### src/rtl/vtbl_pkg.sv
package vtbl_pkg;
  localparam int REG_W = 16;
  localparam int VID_W = 13;
  localparam int NUM_DREG = 3;

  localparam logic [2:0] ADR_CMD = 3'd0;
  localparam logic [2:0] ADR_ID  = 3'd1;
  localparam logic [2:0] ADR_D0  = 3'd2;
  localparam logic [2:0] ADR_D1  = 3'd3;
  localparam logic [2:0] ADR_D2  = 3'd4;

  localparam logic [2:0] CODE_CLEAR = 3'd1;
  localparam logic [2:0] CODE_STORE = 3'd3;
  localparam logic [2:0] CODE_WALK  = 3'd4;

  typedef enum logic [2:0] {
    ST_IDLE, ST_SCAN, ST_DRAIN, ST_FETCH, ST_COMMIT
  } eng_st_e;
endpackage

### src/rtl/vtbl_store.sv
module vtbl_store #(
  parameter int DEPTH = 64,
  parameter int ENT_W = 41,
  localparam int IDX_W = $clog2(DEPTH)
) (
  input  logic             clk,
  input  logic             rst,
  input  logic [IDX_W-1:0] rd_addr,
  output logic [ENT_W-1:0] rd_ent,
  output logic             rd_vld,
  input  logic             wr_en,
  input  logic [IDX_W-1:0] wr_addr,
  input  logic [ENT_W-1:0] wr_ent,
  input  logic             clr_en,
  input  logic [IDX_W-1:0] clr_addr,
  input  logic             flush
);
  logic [ENT_W-1:0] mem [DEPTH];
  logic [DEPTH-1:0] vld_q;

  // payload: plain synchronous RAM, no reset
  always_ff @(posedge clk) begin
    if (wr_en) mem[wr_addr] <= wr_ent;
    rd_ent <= mem[rd_addr];
  end

  always_ff @(posedge clk) begin
    if (rst) begin
      vld_q  <= '0;
      rd_vld <= 1'b0;
    end else begin
      rd_vld <= vld_q[rd_addr];
      if (flush)       vld_q <= '0;
      else if (wr_en)  vld_q[wr_addr] <= 1'b1;
      else if (clr_en) vld_q[clr_addr] <= 1'b0;
    end
  end

  assert_flush_empties_R10: assert property (@(posedge clk) disable iff (rst)
    flush |=> (vld_q == '0));
  assert_write_marks_valid_R6: assert property (@(posedge clk) disable iff (rst)
    (wr_en && !flush) |=> vld_q[$past(wr_addr)]);
  assert_remove_clears_R7: assert property (@(posedge clk) disable iff (rst)
    (clr_en && !wr_en && !flush) |=> !vld_q[$past(clr_addr)]);
endmodule

### src/rtl/vtbl_match.sv
module vtbl_match #(
  parameter int IDX_W = 6,
  parameter int VID_W = 13
) (
  input  logic             clk,
  input  logic             rst,
  input  logic             clear,
  input  logic             cmp_en,
  input  logic [IDX_W-1:0] cmp_idx,
  input  logic             ent_vld,
  input  logic [VID_W-1:0] ent_vid,
  input  logic [VID_W-1:0] key,
  output logic             hit,
  output logic [IDX_W-1:0] hit_idx,
  output logic             free_found,
  output logic [IDX_W-1:0] free_idx,
  output logic             nxt_found,
  output logic [IDX_W-1:0] nxt_idx,
  output logic [VID_W-1:0] nxt_vid
);
  logic take_nxt;
  assign take_nxt = ent_vld && (ent_vid > key) && (!nxt_found || ent_vid < nxt_vid);

  always_ff @(posedge clk) begin
    if (rst || clear) begin
      hit        <= 1'b0;
      hit_idx    <= '0;
      free_found <= 1'b0;
      free_idx   <= '0;
      nxt_found  <= 1'b0;
      nxt_idx    <= '0;
      nxt_vid    <= '0;
    end else if (cmp_en) begin
      if (ent_vld && ent_vid == key && !hit) begin
        hit     <= 1'b1;
        hit_idx <= cmp_idx;
      end
      if (!ent_vld && !free_found) begin
        free_found <= 1'b1;
        free_idx   <= cmp_idx;
      end
      if (take_nxt) begin
        nxt_found <= 1'b1;
        nxt_idx   <= cmp_idx;
        nxt_vid   <= ent_vid;
      end
    end
  end

  // the running candidate always lies strictly above the key it was scanned against
  assert_next_above_key_R3: assert property (@(posedge clk) disable iff (rst)
    (cmp_en && !clear && $stable(key)) |=> (!nxt_found || nxt_vid > key));
  // the candidate never grows during one scan
  assert_next_shrinks_R3: assert property (@(posedge clk) disable iff (rst)
    (cmp_en && !clear && nxt_found) |=> (nxt_vid <= $past(nxt_vid)));
endmodule

### src/rtl/vtbl_pack.sv
module vtbl_pack #(
  parameter int NUM_PORTS = 10,
  localparam int MEM_W = 2 * NUM_PORTS
) (
  input  logic [MEM_W-1:0]                           mem_in,
  output logic [vtbl_pkg::NUM_DREG-1:0][vtbl_pkg::REG_W-1:0] dreg_out
);
  // member tags go back to their slots; port state bits stay zero
  always_comb begin
    dreg_out = '0;
    for (int i = 0; i < NUM_PORTS; i++) begin
      dreg_out[i / 4][(i % 4) * 4 +: 2] = mem_in[2 * i +: 2];
    end
  end
endmodule

### src/rtl/vlan_tbl_engine.sv
module vlan_tbl_engine #(
  parameter int NUM_PORTS = 10,
  parameter int DEPTH     = 64,
  parameter int DB_W      = 8
) (
  input  logic        clk,
  input  logic        rst,
  input  logic        reg_wr,
  input  logic [2:0]  reg_addr,
  input  logic [15:0] reg_wdata,
  output logic [15:0] reg_rdata
);
  import vtbl_pkg::*;

  localparam int IDX_W = $clog2(DEPTH);
  localparam int MEM_W = 2 * NUM_PORTS;
  localparam int ENT_W = VID_W + MEM_W + DB_W;
  localparam logic [IDX_W-1:0] LAST = IDX_W'(DEPTH - 1);

  eng_st_e st;
  logic [REG_W-1:0]               cmd_q, id_q;
  logic [NUM_DREG-1:0][REG_W-1:0] dreg_q;
  logic [IDX_W-1:0]               sc;
  logic                           cmp_en_q;
  logic [IDX_W-1:0]               cmp_idx_q;

  logic busy;
  assign busy = cmd_q[15];
  logic [2:0] code;
  assign code = cmd_q[14:12];

  logic host_ok, go;
  assign host_ok = reg_wr && !busy;
  assign go = host_ok && reg_addr == ADR_CMD && reg_wdata[15];
  logic scan_go;
  assign scan_go = go && (reg_wdata[14:12] == CODE_STORE || reg_wdata[14:12] == CODE_WALK);

  // unpack member tags from the data words
  logic [MEM_W-1:0] ld_mem;
  for (genvar i = 0; i < NUM_PORTS; i++) begin : g_unpack
    assign ld_mem[2 * i +: 2] = dreg_q[i / 4][(i % 4) * 4 +: 2];
  end

  logic [7:0]      db_full;
  logic [DB_W-1:0] ld_db;
  assign db_full = {cmd_q[11:8], cmd_q[3:0]};
  assign ld_db   = db_full[DB_W-1:0];

  // store and scan plumbing
  logic [IDX_W-1:0] rd_addr;
  logic [ENT_W-1:0] rd_ent, wr_ent;
  logic             rd_vld;
  logic             wr_en, clr_en, flush;
  logic [IDX_W-1:0] wr_addr;
  logic             hit, free_found, nxt_found;
  logic [IDX_W-1:0] hit_idx, free_idx, nxt_idx;
  logic [VID_W-1:0] nxt_vid;

  logic commit_store;
  assign commit_store = (st == ST_COMMIT) && (code == CODE_STORE);
  assign rd_addr = (st == ST_FETCH) ? nxt_idx : sc;
  assign wr_ent  = {ld_db, ld_mem, id_q[VID_W-1:0]};
  assign wr_en   = commit_store && id_q[15] && (hit || free_found);
  assign wr_addr = hit ? hit_idx : free_idx;
  assign clr_en  = commit_store && !id_q[15] && hit;
  assign flush   = (st == ST_COMMIT) && (code == CODE_CLEAR);

  vtbl_store #(.DEPTH(DEPTH), .ENT_W(ENT_W)) u_store (
    .clk(clk), .rst(rst),
    .rd_addr(rd_addr), .rd_ent(rd_ent), .rd_vld(rd_vld),
    .wr_en(wr_en), .wr_addr(wr_addr), .wr_ent(wr_ent),
    .clr_en(clr_en), .clr_addr(hit_idx), .flush(flush)
  );

  vtbl_match #(.IDX_W(IDX_W), .VID_W(VID_W)) u_match (
    .clk(clk), .rst(rst), .clear(scan_go),
    .cmp_en(cmp_en_q), .cmp_idx(cmp_idx_q),
    .ent_vld(rd_vld), .ent_vid(rd_ent[VID_W-1:0]), .key(id_q[VID_W-1:0]),
    .hit(hit), .hit_idx(hit_idx),
    .free_found(free_found), .free_idx(free_idx),
    .nxt_found(nxt_found), .nxt_idx(nxt_idx), .nxt_vid(nxt_vid)
  );

  logic [DB_W-1:0] rb_db;
  logic [7:0]      rb_db8;
  logic [NUM_DREG-1:0][REG_W-1:0] rb_dreg;
  assign rb_db  = rd_ent[VID_W + MEM_W +: DB_W];
  assign rb_db8 = 8'(rb_db);

  vtbl_pack #(.NUM_PORTS(NUM_PORTS)) u_pack (
    .mem_in(rd_ent[VID_W +: MEM_W]), .dreg_out(rb_dreg)
  );

  // sequencer and register file
  always_ff @(posedge clk) begin
    if (rst) begin
      st        <= ST_IDLE;
      cmd_q     <= '0;
      id_q      <= '0;
      dreg_q    <= '0;
      sc        <= '0;
      cmp_en_q  <= 1'b0;
      cmp_idx_q <= '0;
    end else begin
      cmp_en_q  <= (st == ST_SCAN);
      cmp_idx_q <= sc;
      if (host_ok) begin
        case (reg_addr)
          ADR_CMD: cmd_q     <= reg_wdata;
          ADR_ID:  id_q      <= reg_wdata;
          ADR_D0:  dreg_q[0] <= reg_wdata;
          ADR_D1:  dreg_q[1] <= reg_wdata;
          ADR_D2:  dreg_q[2] <= reg_wdata;
          default: ;
        endcase
      end
      case (st)
        ST_IDLE: begin
          if (go) begin
            sc <= '0;
            st <= scan_go ? ST_SCAN : ST_COMMIT;
          end
        end
        ST_SCAN: begin
          if (sc == LAST) st <= ST_DRAIN;
          else            sc <= sc + 1'b1;
        end
        ST_DRAIN: st <= (code == CODE_WALK) ? ST_FETCH : ST_COMMIT;
        ST_FETCH: st <= ST_COMMIT;
        ST_COMMIT: begin
          cmd_q[15] <= 1'b0;
          if (code == CODE_WALK) begin
            if (nxt_found) begin
              id_q        <= {1'b1, {(REG_W - VID_W - 1){1'b0}}, nxt_vid};
              dreg_q      <= rb_dreg;
              cmd_q[11:8] <= rb_db8[7:4];
              cmd_q[3:0]  <= rb_db8[3:0];
            end else begin
              id_q[15] <= 1'b0;
            end
          end
          st <= ST_IDLE;
        end
        default: st <= ST_IDLE;
      endcase
    end
  end

  always_ff @(posedge clk) begin
    if (rst) reg_rdata <= '0;
    else begin
      case (reg_addr)
        ADR_CMD: reg_rdata <= cmd_q;
        ADR_ID:  reg_rdata <= id_q;
        ADR_D0:  reg_rdata <= dreg_q[0];
        ADR_D1:  reg_rdata <= dreg_q[1];
        ADR_D2:  reg_rdata <= dreg_q[2];
        default: reg_rdata <= '0;
      endcase
    end
  end

  assert_start_sets_busy_R1: assert property (@(posedge clk) disable iff (rst)
    go |=> busy);
  assert_busy_holds_R1: assert property (@(posedge clk) disable iff (rst)
    (busy && st != ST_COMMIT) |=> busy);
  assert_busy_self_clears_R1: assert property (@(posedge clk) disable iff (rst)
    (st == ST_COMMIT) |=> !busy);
  assert_locked_regs_R2: assert property (@(posedge clk) disable iff (rst)
    (busy && st != ST_COMMIT) |=> ($stable(id_q) && $stable(dreg_q) && $stable(cmd_q)));
  assert_scan_steps_R12: assert property (@(posedge clk) disable iff (rst)
    (st == ST_SCAN && sc != LAST) |=> (st == ST_SCAN && sc == $past(sc) + 1'b1));
  assert_no_dual_update_R6: assert property (@(posedge clk) disable iff (rst)
    !(wr_en && clr_en));
endmodule

### config.mk
export PLATFORM = sky130hd
export DESIGN_NAME = vlan_tbl_engine
export DESIGN_NICKNAME = d
export VERILOG_FILES = /design/src/rtl/vtbl_pkg.sv /design/src/rtl/vtbl_store.sv /design/src/rtl/vtbl_match.sv /design/src/rtl/vtbl_pack.sv /design/src/rtl/vlan_tbl_engine.sv
export SDC_FILE = /design/constraint.sdc
export NUM_CORES = 2
export LEC_CHECK = 0
export ABC_AREA = 0
export ABC_CLOCK_PERIOD_IN_PS = 5460
export BUFFER_PORTS_ARGS = -buffer_cell sky130_fd_sc_hd__buf_2
export CAP_MARGIN = 25
export CORE_MARGIN = 8
export CORE_UTILIZATION = 47
export DETAILED_ROUTE_END_ITERATION = 8
export PLACE_DENSITY = 0.68
export SLEW_MARGIN = 20
export SYNTH_ARGS = -nofsm -noshare
export SYNTH_HDL_FRONTEND = slang
export SYNTH_HIERARCHICAL = 1
export SYNTH_SLANG_ARGS = --single-unit
export TNS_END_PERCENT = 10
### constraint.sdc
create_clock -name clk -period 5.46 [get_ports clk]
set_input_delay 0 -clock clk [delete_from_list [all_inputs] [get_ports clk]]
set_output_delay 0 -clock clk [all_outputs]
set_load 0.02 [all_outputs]
==> flow_summary_export.csv <==
group,metric,value,unit
critical_path,r2r_setup_slack,0.86,ns
timing,final-setup-viol-count,0,
routing,wl_per_cell,32.6,um
timing,min_period_over_period,84.2,%
cts,cts_sinks,2876,
synthesis,synthArstFlopShare,0,%
synthesis,synth_cell_type_count,70,
critical_path,slowest_delay,0.89,ns
timing,tightest_slew,1.11,ns
power_and_ir_drop,p_clk_share,43.8,%
power_and_ir_drop,p_leak,39.0,nW
routing,drt_iter0_markers,7741,
cts,cts_setup_buffers,0,
synthesis,synthFlopType,"edfxtp_1",
timing,setup_ws,0.862,ns
routing,ant_nets,0,
critical_path,worstSetupPathType,"reg -> reg",
cts,clk_pin_slew,0.07,ns
die,num_rows,178,
power_and_ir_drop,power.density,345,nW/um^2
power_and_ir_drop,p_sw_share,19.2,%
cts,cts_hold_buf,40,
layout,stdcell_count,8969,
power_and_ir_drop,combinationalPowerShare,0.9,%
grt,grt_start_max_net_pins,98,
layout,fin_util,53.3,%
cts,root_buffer,"clkbuf_16",
routing,wirelength,293,mm
synthesis,synth_area_leaders,"edfxtp_1 71%, mux4_2 14%, dfxtp_1 4.6%",
synthesis,synth.top_cell.area_share,71.1,%
critical_path,path_common_cell,"buf_4",
routing,viasPerCell,6.33,
cts,ctsResizeCount,0,
placed_design,dp_slack,0.977,ns
placed_design,placed_cell_area,116000,sq um
synthesis,netlist_instances,5317,
grt,first_global_vias,56465,
grt,antenna_found_initial,10,
worst_hold_path,hold_class,"in -> reg",
layout,fin_area,125000,sq um
timing,max_freq,0.217,GHz
cts,htreeDepth,5,
grt,grt_first_pass_wirelength,416,mm
die,die_x,501,um
synthesis,synth.avg_cell_area,20.8,sq um
grt,overflow,0,
layout,nets,5653,
die,core,235000,sq um
critical_path,crit_fanout,41,
die,dieHeight,501,um
timing,finalClockSkew,0.0428,ns
critical_path,worstPathArrival,5.46,ns
timing,rsz0062_at_grt,"no",
routing,first_pass_iters,7,
grt,track_usage,22.9,%
placed_design,io_buffers,37,
timing,period_needed,4.60,ns
layout,area_growth,13.0,%
power_and_ir_drop,power,43.1,mW
power_and_ir_drop,power_frac_seq,55.3,%
synthesis,synth_edf_count,2624,
power_and_ir_drop,max-vdd-ir-drop,0.000350,V
cts,cts_tree,"yes",
synthesis,syn_area,111000,sq um
timing,final_hold_viol_count,0,
placed_design,gp_congestion,0.880,
routing,post-route-drc-count,0,
synthesis,seq_area_frac_synth,75.7,%
routing,vias,56785,
power_and_ir_drop,power.switching,8.28,mW
placed_design,dp_hpwl,162,mm
synthesis,yosys_warnings,6,
timing,drv_slew,0,
critical_path,cp-end-kind,"flop",
power_and_ir_drop,p_int,34.9,mW
cts,cts_max_path_buffers,4,
die,ios,38,
layout,drive_above_1_share,26.5,%
die,die-area,251000,sq um
timing,max_slew_margin,26.2,%
critical_path,cp-start-kind,"flop",
die,start_util,47.2,%
cts,cts_made_buffers,292,
critical_path,crit_required,6.32,ns
critical_path,crit_chain,"nand3b_1, mux2_8, nand2b_1, or2_2, buf_4, o22ai_1, nor4_1, buf_4, a2bb2oi_1",
timing,holdWs,0.0701,ns
outcome,run_status,"finished, final reports clean",
critical_path,cp_slowest_cell,"nor4_1",
cts,insertion_delay,0.94,ns
job,max_cap_viol_count,0,
synthesis,yosys.area.top_type,"edfxtp_1",
timing,fin_setup_tns,0,ns
synthesis,synth-seq-cells,2876,
placed_design,place_inst,8420,
[power by group through the flow]
stage | clock network, mW | logic (mW) | registers (mW)
6_report | 18.9 | 0.390 | 23.8
5_1_grt | 20.0 | 0.412 | 23.8
4_1_cts | 19.2 | 0.385 | 23.8
3_5_place_dp | 0 | 0.362 | 24.3
3_3_place_gp | 0 | 0.343 | 24.3
2_1_floorplan | 0 | 0.178 | 24.3
[worst paths after layout]
kind                         startpoint                          to  cells after the start
max                  st[0]$_SDFFE_PP0P_  u_store/rd_ent[17]$_DFF_P_                      9
min reg2reg  u_store/rd_ent[20]$_DFF_P_       dreg_q[13]$_SDFF_PP0_                      1
min                        reg_wdata[3]       dreg_q[19]$_SDFF_PP0_                      4
max reg2reg          st[0]$_SDFFE_PP0P_  u_store/rd_ent[17]$_DFF_P_                      9
[per-layer routing]
metal	vias to the layer above	global-route usage (%)	share of wire [%]
li1	22697	-	-
met1	30212	31.4	38
met2	3310	36.0	47
met3	564	4.81	10
met4	2	9.39	4.6
met5	-	0	0.0034
[cell families (layout without fill, tap and decap cells)]
group                      count (synthesis)  in the layout  share of synthesized area, %
AOI/OAI and AO/OA                        604            604                          3.65
adders and majority gates                 26             26                         0.294
buffers and inverters                    392            863                          2.03
DFF                                     2876           2876                          75.7
muxes                                    947            947                          16.2
other                                      1             32                       0.00339
and+or+nand+nor                          471            471                          2.10
[final cells by class]
class | instances | area [sq um]
timing repair buffer | 320 | 2880
fill | 17847 | 110000
multi-input combinational | 2076 | 25400
antenna | 4 | 10.0
clock buffer | 393 | 8020
tap | 3150 | 3940
clock inverter | 111 | 883
inverter | 39 | 146
sequential | 2876 | 83900
[placed cells by master, fill, tap and decap left out, types with 26 or more instances in the layout]
cell           Yosys  final
a21oi_1          108    108
a22oi_1           40     40
buf_12             4     36
buf_2             97     37
buf_4            102    206
clkbuf_1         101     78
clkbuf_16          0    302
clkinv_1           0     44
clkinv_2           0     43
conb_1             1     28
dfxtp_1          252    211
dfxtp_2            0     39
dlygate4sd3_1      0     40
edfxtp_1        2624   2624
ha_1              26     26
inv_1             39     39
mux2_2            55     51
mux2i_1          218    218
mux4_2           674    674
nand2_1          116    113
nor2_1           137     73
nor2_4             0     64
nor3_1            39     37
nor4_1            32     27
o21ai_0           93     92
o22ai_1          180    180
o2bb2ai_1         69     69
[synth_stat cells, types with 15 or more instances]
cell       number
buf_2          97
inv_1          39
nor2b_1        23
a22oi_1        40
o211ai_1       18
nor3_1         39
nor2_1        137
nor4_1         32
nand3_1        16
a21oi_1       108
nand2_1       116
ha_1           26
clkbuf_1      101
buf_1          22
dfxtp_1       252
mux4_2        674
o22ai_1       180
buf_4         102
nand2b_1       26
o2bb2ai_1      69
a2bb2oi_1      15
o21ai_0        93
mux2i_1       218
buf_6          22
edfxtp_1     2624
mux2_2         55
and2_1         19
[worst max-delay path, delay by kind of cell (launching register included)]
family                 cells  cell delay, ns
multiplexers               1            0.64
AO/OA/AOI/OAI              2            0.32
AND/OR/NAND/NOR            4            2.26
buffers and inverters      2            0.67
flip-flops                 1            0.58
[state kept, by name, summed over array words and instances, names as in the netlist, 13 cells and up]
| register | count |
|---|---|
| cmd_q | 16 |
| dreg_q | 48 |
| id_q | 16 |
| reg_rdata | 16 |
| u_match/nxt_vid | 13 |
| u_store/mem | 2624 |
| u_store/rd_ent | 41 |
| u_store/vld_q | 64 |
No activity file was read; power rests on OpenSTA's default activity.
